**src/rtl/useq_pkg.sv**
```systemverilog
package useq_pkg;
    localparam int ADDR_W  = 15;
    localparam int COVER_W = 28;
    localparam int WORD_W  = COVER_W + 2;

    typedef enum logic [1:0] {
        ST_IDLE,
        ST_FETCH,
        ST_RUN,
        ST_HALT
    } st_e;

    typedef struct packed {
        logic [1:0]        par;
        logic [2:0]        tag;
        logic [1:0]        tag_slot;
        logic [ADDR_W-1:0] target;
        logic [1:0]        jmp_slot;
        logic [3:0]        ev;
        logic [1:0]        ev_slot;
    } seqw_t;

    localparam logic [3:0] EV_RET0    = 4'h2;
    localparam logic [3:0] EV_RET1    = 4'h3;
    localparam logic [3:0] EV_SAV0    = 4'h4;
    localparam logic [3:0] EV_SAV1    = 4'h5;
    localparam logic [3:0] EV_SAV0_RO = 4'h6;
    localparam logic [3:0] EV_SAV1_RO = 4'h7;
    localparam logic [3:0] EV_STOP    = 4'hB;

    typedef struct packed {
        st_e               st;
        logic [ADDR_W-1:0] addr;
        logic [ADDR_W-1:0] sav0;
        logic [ADDR_W-1:0] sav1;
        logic [1:0]        slot;
        seqw_t             word;
        logic              err;
    } seq_state_t;
endpackage

```
**src/rtl/useq_parity_chk.sv**
```systemverilog
module useq_parity_chk #(
    parameter int COVER_W = 28
) (
    input  logic [COVER_W+1:0] word_i,
    output logic               ok_o
);
    logic even_x;
    logic odd_x;

    always_comb begin
        even_x = 1'b0;
        odd_x  = 1'b0;
        for (int i = 0; i < COVER_W; i++) begin
            if ((i % 2) == 0) even_x = even_x ^ word_i[i];
            else              odd_x  = odd_x  ^ word_i[i];
        end
        ok_o = (even_x == word_i[COVER_W]) && (odd_x == word_i[COVER_W+1]);
    end
endmodule

```
**src/rtl/useq_slot_sel.sv**
```systemverilog
module useq_slot_sel
    import useq_pkg::*;
(
    input  seqw_t      word_i,
    input  logic [1:0] slot_i,
    output logic       ev_hit_o,
    output logic       jmp_hit_o,
    output logic       tag_hit_o
);
    always_comb begin
        ev_hit_o  = (word_i.ev_slot == slot_i) && (word_i.ev != 4'h0);
        jmp_hit_o = (word_i.jmp_slot == slot_i) && (word_i.jmp_slot != 2'd3);
        tag_hit_o = (word_i.tag_slot == slot_i) && (word_i.tag_slot != 2'd3)
                    && (word_i.tag != 3'd0);
    end
endmodule

```
**src/rtl/useq_triad_stepper.sv**
```systemverilog
module useq_triad_stepper
    import useq_pkg::*;
(
    input  logic              clk,
    input  logic              rst_n,
    input  logic              start,
    input  logic [ADDR_W-1:0] start_addr,
    input  logic              seq_valid,
    input  logic [WORD_W-1:0] seq_word,
    input  logic              exec_ready,
    input  logic              cond_armed,
    input  logic              cond_flag,
    output logic              fetch_req,
    output logic [ADDR_W-1:0] fetch_addr,
    output logic              issue_valid,
    output logic [1:0]        issue_slot,
    output logic [ADDR_W-1:0] issue_addr,
    output logic              flow_valid,
    output logic [3:0]        flow_code,
    output logic              jump_taken,
    output logic              sync_valid,
    output logic [2:0]        sync_code,
    output logic              regovr_pulse,
    output logic              done_valid,
    output logic [1:0]        done_code,
    output logic              crc_err
);
    seq_state_t q, d;

    logic              par_ok;
    logic              ev_hit, jmp_hit, tag_hit;
    logic              end_hit, ret_hit, jmp_go;
    logic [ADDR_W-1:0] seq_next, ret_addr;

    useq_parity_chk #(.COVER_W(COVER_W)) u_par (
        .word_i (seq_word),
        .ok_o   (par_ok)
    );

    useq_slot_sel u_sel (
        .word_i    (q.word),
        .slot_i    (q.slot),
        .ev_hit_o  (ev_hit),
        .jmp_hit_o (jmp_hit),
        .tag_hit_o (tag_hit)
    );

    always_comb begin
        d            = q;
        fetch_req    = (q.st == ST_FETCH);
        fetch_addr   = fetch_req ? q.addr : '0;
        crc_err      = q.err;
        issue_valid  = 1'b0;
        issue_slot   = '0;
        issue_addr   = '0;
        flow_valid   = 1'b0;
        flow_code    = '0;
        jump_taken   = 1'b0;
        sync_valid   = 1'b0;
        sync_code    = '0;
        regovr_pulse = 1'b0;
        done_valid   = 1'b0;
        done_code    = '0;
        end_hit      = 1'b0;
        ret_hit      = 1'b0;
        ret_addr     = q.sav0;
        jmp_go       = 1'b0;
        seq_next     = q.addr + 1'b1;

        unique case (q.st)
            ST_IDLE: begin
                if (start) begin
                    d.st   = ST_FETCH;
                    d.addr = start_addr;
                end
            end
            ST_FETCH: begin
                if (seq_valid) begin
                    if (!par_ok) begin
                        d.st  = ST_HALT;
                        d.err = 1'b1;
                    end else begin
                        d.word = seqw_t'(seq_word);
                        d.slot = 2'd0;
                        d.st   = ST_RUN;
                    end
                end
            end
            ST_RUN: begin
                if (exec_ready) begin
                    issue_valid = 1'b1;
                    issue_slot  = q.slot;
                    issue_addr  = q.addr;
                    // event acts before a jump on the same slot
                    if (ev_hit) begin
                        flow_valid = 1'b1;
                        flow_code  = q.word.ev;
                        case (q.word.ev)
                            EV_SAV0, EV_SAV0_RO: d.sav0 = seq_next;
                            EV_SAV1, EV_SAV1_RO: d.sav1 = seq_next;
                            EV_RET0: ret_hit = 1'b1;
                            EV_RET1: begin
                                ret_hit  = 1'b1;
                                ret_addr = q.sav1;
                            end
                            default: ;
                        endcase
                        regovr_pulse = (q.word.ev == EV_SAV0_RO) || (q.word.ev == EV_SAV1_RO);
                        end_hit      = (q.word.ev[3:2] == 2'b11) || (q.word.ev == EV_STOP);
                    end
                    jmp_go = jmp_hit && (!cond_armed || cond_flag) && !end_hit;
                    jump_taken = jmp_go;
                    if (tag_hit) begin
                        sync_valid = 1'b1;
                        sync_code  = q.word.tag;
                    end
                    if (end_hit) begin
                        done_valid = 1'b1;
                        done_code  = (q.word.ev == EV_STOP) ? 2'd0 : q.word.ev[1:0];
                        d.st       = ST_IDLE;
                    end else if (jmp_go) begin
                        d.addr = q.word.target;
                        d.st   = ST_FETCH;
                    end else if (ret_hit) begin
                        d.addr = ret_addr;
                        d.st   = ST_FETCH;
                    end else if (q.slot == 2'd2) begin
                        d.addr = seq_next;
                        d.st   = ST_FETCH;
                    end else begin
                        d.slot = q.slot + 2'd1;
                    end
                end
            end
            default: ;
        endcase
    end

    always_ff @(posedge clk) begin
        if (!rst_n) begin
            q <= '0;
        end else begin
            q <= d;
        end
    end

    a_r10_err_sticky: assert property (@(posedge clk) disable iff (!rst_n)
        crc_err |=> crc_err);
    a_r10_quiet_on_err: assert property (@(posedge clk) disable iff (!rst_n)
        crc_err |-> (!issue_valid && !fetch_req));
    a_r3_jump_redirects: assert property (@(posedge clk) disable iff (!rst_n)
        jump_taken |=> (fetch_req && fetch_addr == $past(q.word.target)));
    a_r6_done_goes_idle: assert property (@(posedge clk) disable iff (!rst_n)
        done_valid |=> (!issue_valid && !fetch_req));
    a_r6_done_drops_jump: assert property (@(posedge clk) disable iff (!rst_n)
        done_valid |-> !jump_taken);
    a_r7_regovr_on_event: assert property (@(posedge clk) disable iff (!rst_n)
        regovr_pulse |-> (flow_valid && issue_valid));
    a_r5_tag_on_issue: assert property (@(posedge clk) disable iff (!rst_n)
        sync_valid |-> (issue_valid && sync_code != 3'd0));
    a_r2_stall_holds: assert property (@(posedge clk) disable iff (!rst_n)
        (q.st == ST_RUN && !exec_ready) |=> ($stable(q.slot) && q.st == ST_RUN));
endmodule

```
**config.mk**
```make
export PLATFORM = sky130hd
export DESIGN_NAME = useq_triad_stepper
export DESIGN_NICKNAME = d
export VERILOG_FILES = /design/src/rtl/useq_pkg.sv /design/src/rtl/useq_parity_chk.sv /design/src/rtl/useq_slot_sel.sv /design/src/rtl/useq_triad_stepper.sv
export SDC_FILE = /design/constraint.sdc
export NUM_CORES = 1
export LEC_CHECK = 0
export ABC_AREA = 0
export CAP_MARGIN = 30
export CORE_UTILIZATION = 55
export CTS_CLUSTER_DIAMETER = 100
export DETAILED_ROUTE_END_ITERATION = 16
export PLACE_DENSITY = 0.93
export SKIP_LAST_GASP = 1
export SYNTH_ARGS = -nofsm -noshare
export SYNTH_HDL_FRONTEND = slang
export SYNTH_SLANG_ARGS = --single-unit
```
**constraint.sdc**
```tcl
create_clock -name clk -period 4.85 [get_ports clk]
set_clock_uncertainty 0.2 [all_clocks]
set_input_delay 0.485 -clock clk [delete_from_list [all_inputs] [get_ports clk]]
set_output_delay 0.485 -clock clk [all_outputs]
set_load 0.005 [all_outputs]
```
### Yosys cells after proc, flatten, opt, wreduce, memory -nomap -nowiden

Index checks and enable logic that the tools add are counted.

| storage, ports and cells | value |
|---|---|
| word-level logic and storage cells | 160 |
| bits in registers | 80 |

| cells by class | value |
|---|---|
| eq/ne operators | 28 |
| add/sub/neg operators | 2 |
| reductions and logical operators | 28 |
| multiplexer cells | 62 |
| bitwise operators | 27 |

Operators with widths:

| kind | count |
|---|---|
| $mux W15 | 8 |
| $mux W17 | 4 |
| $mux W49 | 1 |
| $mux W33 | 1 |
| $mux W32 | 1 |
| $mux W30 | 1 |
| $pmux W15 S2 | 1 |
| $xor A1 B1 Y1 | 26 |
| $mux W1 | 25 |
| $mux W2 | 12 |
| $ne A2 B2 Y1 const B | 9 |
| $eq A4 B3 Y1 const B | 4 |
| $add A15 B1 Y15 const B | 1 |
| $mux W4 | 3 |
| $reduce_and A5 Y1 | 2 |
| $mux W3 | 3 |
| $eq A4 B2 Y1 const B | 2 |
| $reduce_and A4 Y1 | 2 |
| $reduce_and A8 Y1 | 1 |
| $logic_and A1 B1 Y1 | 7 |
| $eq A2 B2 Y1 | 3 |
| $eq A2 B2 Y1 const B | 3 |
| $pmux W2 S3 | 1 |
| $reduce_and A3 Y1 | 2 |
| 16 further kinds | 24 |

### Longest topological paths before layout

Gate-level depths: netlist of the first run.

| logic depth | value |
|---|---|
| depth after elaboration | 18 |
| depth in mapped cells | 9 |

### By module

Synthesis of the first run repeated with hierarchy kept, for this count alone.

| second synthesis, totals | value |
|---|---|
| cells, all modules | 537 |
| area, all modules | 4496.8 sq um |

By module, submodules not included:

| module | cells each | area an instance (sq um) | times used |
|---|---|---|---|
| useq_triad_stepper | 503 | 4125.2 | 1 |
| useq_parity_chk | 23 | 279.0 | 1 |
| useq_slot_sel | 11 | 92.6 | 1 |

### Worst setup path before layout of the first run

OpenSTA, ideal clock, no wires.

| timing | value |
|---|---|
| path type | input to register |
| start | input port seq_word[26] |
| end | register q[12] (netlist name) |
| slack | 2.459 ns |
| stages on the path | 8 |
| data arrival time | 2.063 ns |
| data required time | 4.522 ns |
| buffers on the path | 2 |
| path through | xnor3_1 -> xnor3_1 -> xnor3_1 -> nor3_2 -> buf_6 -> buf_12 -> mux2i_1 -> nor2_1 |

| between the ends | value |
|---|---|
| cells in the longest elaborated chain, start to end | 4 |

Ends and longest elaborated chain:

| item | line | source |
|---|---|---|
| start, declared | useq_triad_stepper.sv:9 | `input logic [WORD_W-1:0] seq_word,` |
| $xor A1 B1 Y1 | useq_parity_chk.sv:14 | `if ((i % 2) == 0) even_x = even_x ^ word_i[i];` |
| $eq A1 B1 Y1 | useq_parity_chk.sv:17 | `ok_o = (even_x == word_i[COVER_W]) && (odd_x == word_i[COVER_W+1]);` |
| $logic_and A1 B1 Y1 | useq_parity_chk.sv:17 |  |
| $reduce_and A3 Y1 (no line) | -- |  |
| end signal, assigned | useq_triad_stepper.sv:141 | `q <= '0;` |
| end signal, assigned | useq_triad_stepper.sv:143 | `q <= d;` |
| end, declared | useq_triad_stepper.sv:28 | `seq_state_t q, d;` |

No other way between the ends.
A chain may end at the register's enable or synchronous reset.

### Final worst setup path of the first run

| timing | value |
|---|---|
| start | input port exec_ready |
| end | output port done_code[0] |

| between the ends | value |
|---|---|
| cells in the longest elaborated chain, start to end | 2 |

Ends and longest elaborated chain:

| item | line | source |
|---|---|---|
| start, declared | useq_triad_stepper.sv:10 | `input logic exec_ready,` |
| $mux W2 | useq_triad_stepper.sv:90 | `if (exec_ready) begin` |
| $mux W2 | useq_triad_stepper.sv:70 | `unique case (q.st)` |
| end, declared | useq_triad_stepper.sv:25 | `output logic [1:0] done_code,` |

No other way between the ends.

==> impl_metrics.tcl, run 1 <==
set metrics [dict create \
    h-tree-depth 3 \
    cts.sinks 78 \
    routedWlPerCell_um 18.46 \
    crit_family "buffers and inverters" \
    synth_area_mm2 0.004588 \
    cts_made_buffers 9 \
    cts_buffer_depth 2 \
    holdWs_ns 0.2815 \
    drtAntennaViolNets 0 \
    synth-edff-count 0 \
    netlist.area_leader.share_pct 34.03 \
    grt_pass1_vias 4337 \
    cts_setup_buffers 0 \
    period_minus_slack_ns 3.950 \
    synth_area_leaders "dfxtp_1 34%, mux2i_1 9.6%, a211oi_1 6.4%" \
    drive_gt1_share_pct 7.261 \
    finalCritPeriodShare_pct 81.44 \
    stdcell_count 708 \
    core_area_mm2 0.007888 \
    fin_nets 659 \
    worstSetupPathType "input port to primary output" \
    end_kind "primary output" \
    gp_congestion 0.8868 \
    dieWidth_um 93.34 \
    synth_seq_cells 78 \
    cp_num_buf_inv 4 \
    synthFlopType "dfxtp_1" \
    pre_cts_slack_ns 1.002 \
    yosysWarningCount 0 \
    nFillCells 550 \
    ctsResizeCount 0 \
    setup_viol 0 \
    vias_per_cell 6.186 \
    synth_top_area_cell "dfxtp_1" \
    dieArea_mm2 0.008711 \
    slew_violations 0 \
    synth_commonest_cells "78 x dfxtp_1, 73 x nor2_1, 44 x mux2i_1" \
    worst_pin_slew_ns 0.7814 \
    setup_tns_ns 0 \
    die_h_um 93.34 \
    synthArstFlopShare_pct 0 \
    place_inst 692 \
    worstSkewPairLatency_ns 0.36 \
    clk_pin_slew_worst_paths_ns 0.09 \
    clock.fmax_mhz 253.2 \
    postCtsHoldBufs 0 \
    crit_fanout 20 \
    io_pins 101 \
    initial_core_util_pct 58.17 \
    yosysUniqueCellTypes 59 \
    crit_path_cell_trace "clkdlybuf4s50_1, nand2_1, inv_1, nand3_2, inv_1, and3_1, clkdlybuf4s50_1" \
    critPathLaunch "exec_ready" \
    syn_avg_cell_area_um2 8.790 \
    hold_viol_final 0 \
    first_pass_iters 6 \
    grt_max_degree 47 \
    cts_tree "done" \
    vias 4380 \
    slowest_stage "clkdlybuf4s50_1" \
    required_ns 4.16 \
    drc 0 \
    rsz0062_at_grt "no" \
    max_stage_delay_ns 0.87 \
    wl_mm 13.07 \
    arrival_ns 3.26 \
    max-slew-margin-rel_pct 47.83 \
    rows 32 \
    setup_slack_ns 0.9002 \
    antenna_cells 0 \
    worstHoldPathType "flop to flop" \
    cp-start-kind "input port" \
    p_leak_uw 0.002052 \
    ir_worst_vdd_v 0.0001934 \
    hpwl_mm 9.421 \
    overflow 0 \
    root_buffer "clkbuf_8" \
    powerDensity_mw_per_mm2 409.1 \
    syn_inst 522 \
    first_iter_violations 378 \
    yosysMostFrequentCell "dfxtp_1" \
    grt_pass1_wl_mm 20.78 \
    rr_startpoint "q[78]" \
    antenna_found_initial 0 \
    synthesis.nets 580 \
    min_from "q[34]" \
    status "finished clean" \
    track_usage_pct 30.82 \
    max-cap-violations 0 \
    area_growth_pct 25.52 \
    numPortBuffers 100 \
    yosysSeqAreaShare_pct 34.03 \
]
area by class of cell:
class,instances,area [µm²],area share (%)
well taps,102,127.6,2.216
inverters,13,48.80,0.8473
clock buffers,11,141.4,2.455
flip-flops and latches,78,1562,27.11
repair buffers,107,1054,18.29
clock inverters,5,58.81,1.021
multi-input cells,392,2768,48.06
routing by layer:
layer / GRT usage [%] / part of all wire [%]
met3: 3.415 / 7.3
met1: 36.42 / 39
met5: 0 / 0
met4: 15.26 / 3.5
met2: 55.15 / 51
worst register-to-register path, delay by kind of cell (launching register included):
kind	cells	cell delay [ns]
fa+ha+maj	1	0.56
simple gates	4	0.90
buf+inv	3	0.87
mux	1	0.26
flops	1	0.35
power by group:
part	switching, µW	internal [µW]
clock network	252	252
registers	171	737
logic	506	437
total	930	1430
cells by family after synthesis:
family | count (synthesis) | synth area share (%)
adder cells (fa/ha/maj) | 6 | 1.636
XOR/XNOR | 39 | 9.272
multiplexers | 49 | 10.83
AND/OR/NAND/NOR | 190 | 21.22
buffers and inverters | 52 | 5.781
flip-flops | 78 | 34.03
AO/OA/AOI/OAI | 108 | 17.23
per-stage QoR:
step	area, µm²	total power, µW	utilization, %
final	5759	2356	73.02
after global routing	5759	2457	73.02
after CTS	5759	2322	73.02
after detailed placement	5559	1824	70.48
after global placement	5559	1784	70.48
after floorplan	4588	1506	-
cell usage in the layout, fill, tap and decap left out, drive strengths merged, types with 3 or more instances in the layout:
master / count
dfxtp: 78
nor2: 75
inv: 12
nand2: 22
a211oi: 40
xnor3: 6
and3: 20
xnor2: 26
a211o: 5
a21o: 4
a311oi: 5
and2: 20
nor2b: 10
nor4: 7
mux2i: 44
mux2: 5
nand2b: 5
xor2: 7
nor3: 9
o221a: 3
ha: 6
a21oi: 22
a22oi: 9
clkinv: 3
nand3: 15
clkbuf: 11
buf: 7
o21ai: 5
clkdlybuf4s50: 100
worst paths after layout:
path | endpoint | slack [ns] | cells past startpoint
worst max-delay path | done_code[0] | 0.90 | 7
worst min-delay path | q[34] | 0.28 | 2
worst max register to register | q[58] | 1.60 | 9
worst min register to register | q[34] | 0.28 | 2
sequential cells by signal, indices dropped and copies added, names as in the netlist:
name	flops
crc_err	1
q	77
Note: power is estimated with default switching activity, not from simulation.
==> inputs of run 2 (changes only) <==
CORE_UTILIZATION = 46   (was 55)
PLACE_DENSITY = 0.84   (was 0.93)
clock period = 3.5 ns   (was 4.85 ns; I/O delays follow)
==> impl_metrics.tcl, run 2 (synthesis results as in run 1) <==
set metrics [dict create \
    antenna_cells 0 \
    drc 0 \
    worstSkewPairLatency_ns 0.35 \
    worstHoldPathType "flop to flop" \
    status "finished clean" \
    ctsResizeCount 0 \
    first_pass_iters 5 \
    rsz0062_at_grt "no" \
    io_pins 101 \
    hold_viol_final 0 \
    clk_pin_slew_worst_paths_ns 0.08 \
    slew_violations 0 \
    stdcell_count 749 \
    grt_pass1_wl_mm 20.92 \
    max-slew-margin-rel_pct 50.97 \
    vias_per_cell 5.804 \
    layout_common_cells "100 x clkdlybuf4s50_1, 78 x dfxtp_1, 73 x nor2_1, 44 x mux2i_1, 39 x a211oi_1" \
    antenna_found_initial 0 \
    max-cap-violations 0 \
    place_inst 733 \
    area_growth_pct 28.09 \
    root_buffer "clkbuf_8" \
    worst_pin_slew_ns 0.7344 \
    dieArea_mm2 0.01038 \
    hpwl_mm 9.666 \
    p_leak_uw 0.002102 \
    arrival_ns 2.65 \
    top_register "q" \
    cp-start-kind "flop" \
    layout_commonest_cell "clkdlybuf4s50_1" \
    setup_viol 0 \
    postCtsHoldBufs 0 \
    cts_tree "done" \
    overflow 0 \
    routedWlPerCell_um 17.26 \
    setup_tns_ns 0 \
    drtAntennaViolNets 0 \
    powerDensity_mw_per_mm2 552.2 \
    ir_worst_vdd_v 0.0003136 \
    largest_reg_flops 77 \
    numPortBuffers 100 \
    dieWidth_um 101.9 \
    crit_fanout 21 \
    rows 36 \
    core_area_mm2 0.009729 \
    period_minus_slack_ns 3.196 \
    initial_core_util_pct 47.16 \
    cts_buffer_depth 2 \
    first_iter_violations 374 \
    clock.fmax_mhz 312.9 \
    track_usage_pct 26.19 \
    grt_max_degree 44 \
    wl_mm 12.93 \
    grt_pass1_vias 4207 \
    cts.sinks 78 \
    fin_nets 669 \
    finalCritPeriodShare_pct 91.30 \
    cts_made_buffers 9 \
    required_ns 2.95 \
    worstSetupPathType "flop to primary output" \
    die_h_um 101.9 \
    end_kind "primary output" \
    cts_setup_buffers 0 \
    h-tree-depth 3 \
    gp_congestion 0.8852 \
    design_area_mm2 0.005877 \
    post_dp_cell_area_mm2 0.005673 \
    drive_gt1_share_pct 8.929 \
    vias 4347 \
]
==> run 2: final timing paths <==
path,start,end,slack [ns],cells past startpoint
worst max-delay path,q[78],done_code[0],0.30,9
worst min-delay path,q[34],q[34],0.27,2
worst max register to register,q[32],q[76],0.76,6
worst min register to register,q[34],q[34],0.27,2
==> run 2: critical path: stages (launching register included) <==
cell,delay (ns)
dfxtp_1,0.35
inv_1,0.09
ha_1,0.14
buf_4,0.22
nand2_1,0.24
inv_1,0.27
nand3_2,0.21
inv_1,0.11
and3_1,0.15
clkdlybuf4s50_1,0.49
==> run 2: per-layer routing <==
layer / up-vias / share of wire [%] / GRT usage, %
li1: 2054 / - / -
met1: 2034 / 42 / 33.09
met2: 216 / 48 / 44.54
met3: 43 / 6.4 / 3.967
met4: 0 / 3.5 / 11.43
met5: - / 0 / 0
==> run 2: final cells by class <==
| type | instances | area, µm² |
|---|---|---|
| clock buffer | 9 | 123.9 |
| clock inverter | 7 | 80.08 |
| fill | 832 | 3852 |
| inverter | 13 | 48.80 |
| multi-input combinational | 392 | 2768 |
| sequential | 78 | 1562 |
| tap | 133 | 166.4 |
| timing repair buffer | 117 | 1129 |
==> run 2: power breakdown <==
part           switching [µW]  internal [µW]
clock                     357            337
combinational             689            618
sequential                222           1020
==> run 2: stage by stage <==
step           setup slack (ns)  power [µW]  utilization (%)  hold slack (ns)
5_1_grt                 0.09789        3432            60.40           0.2884
2_1_floorplan             1.244        2087                -           0.2360
3_5_place_dp             0.5087        2539            58.31           0.2614
3_3_place_gp             0.5996        2490            58.31           0.2424
6_report                 0.3045        3245            60.40           0.2720
4_1_cts                  0.3194        3232            60.40           0.2729
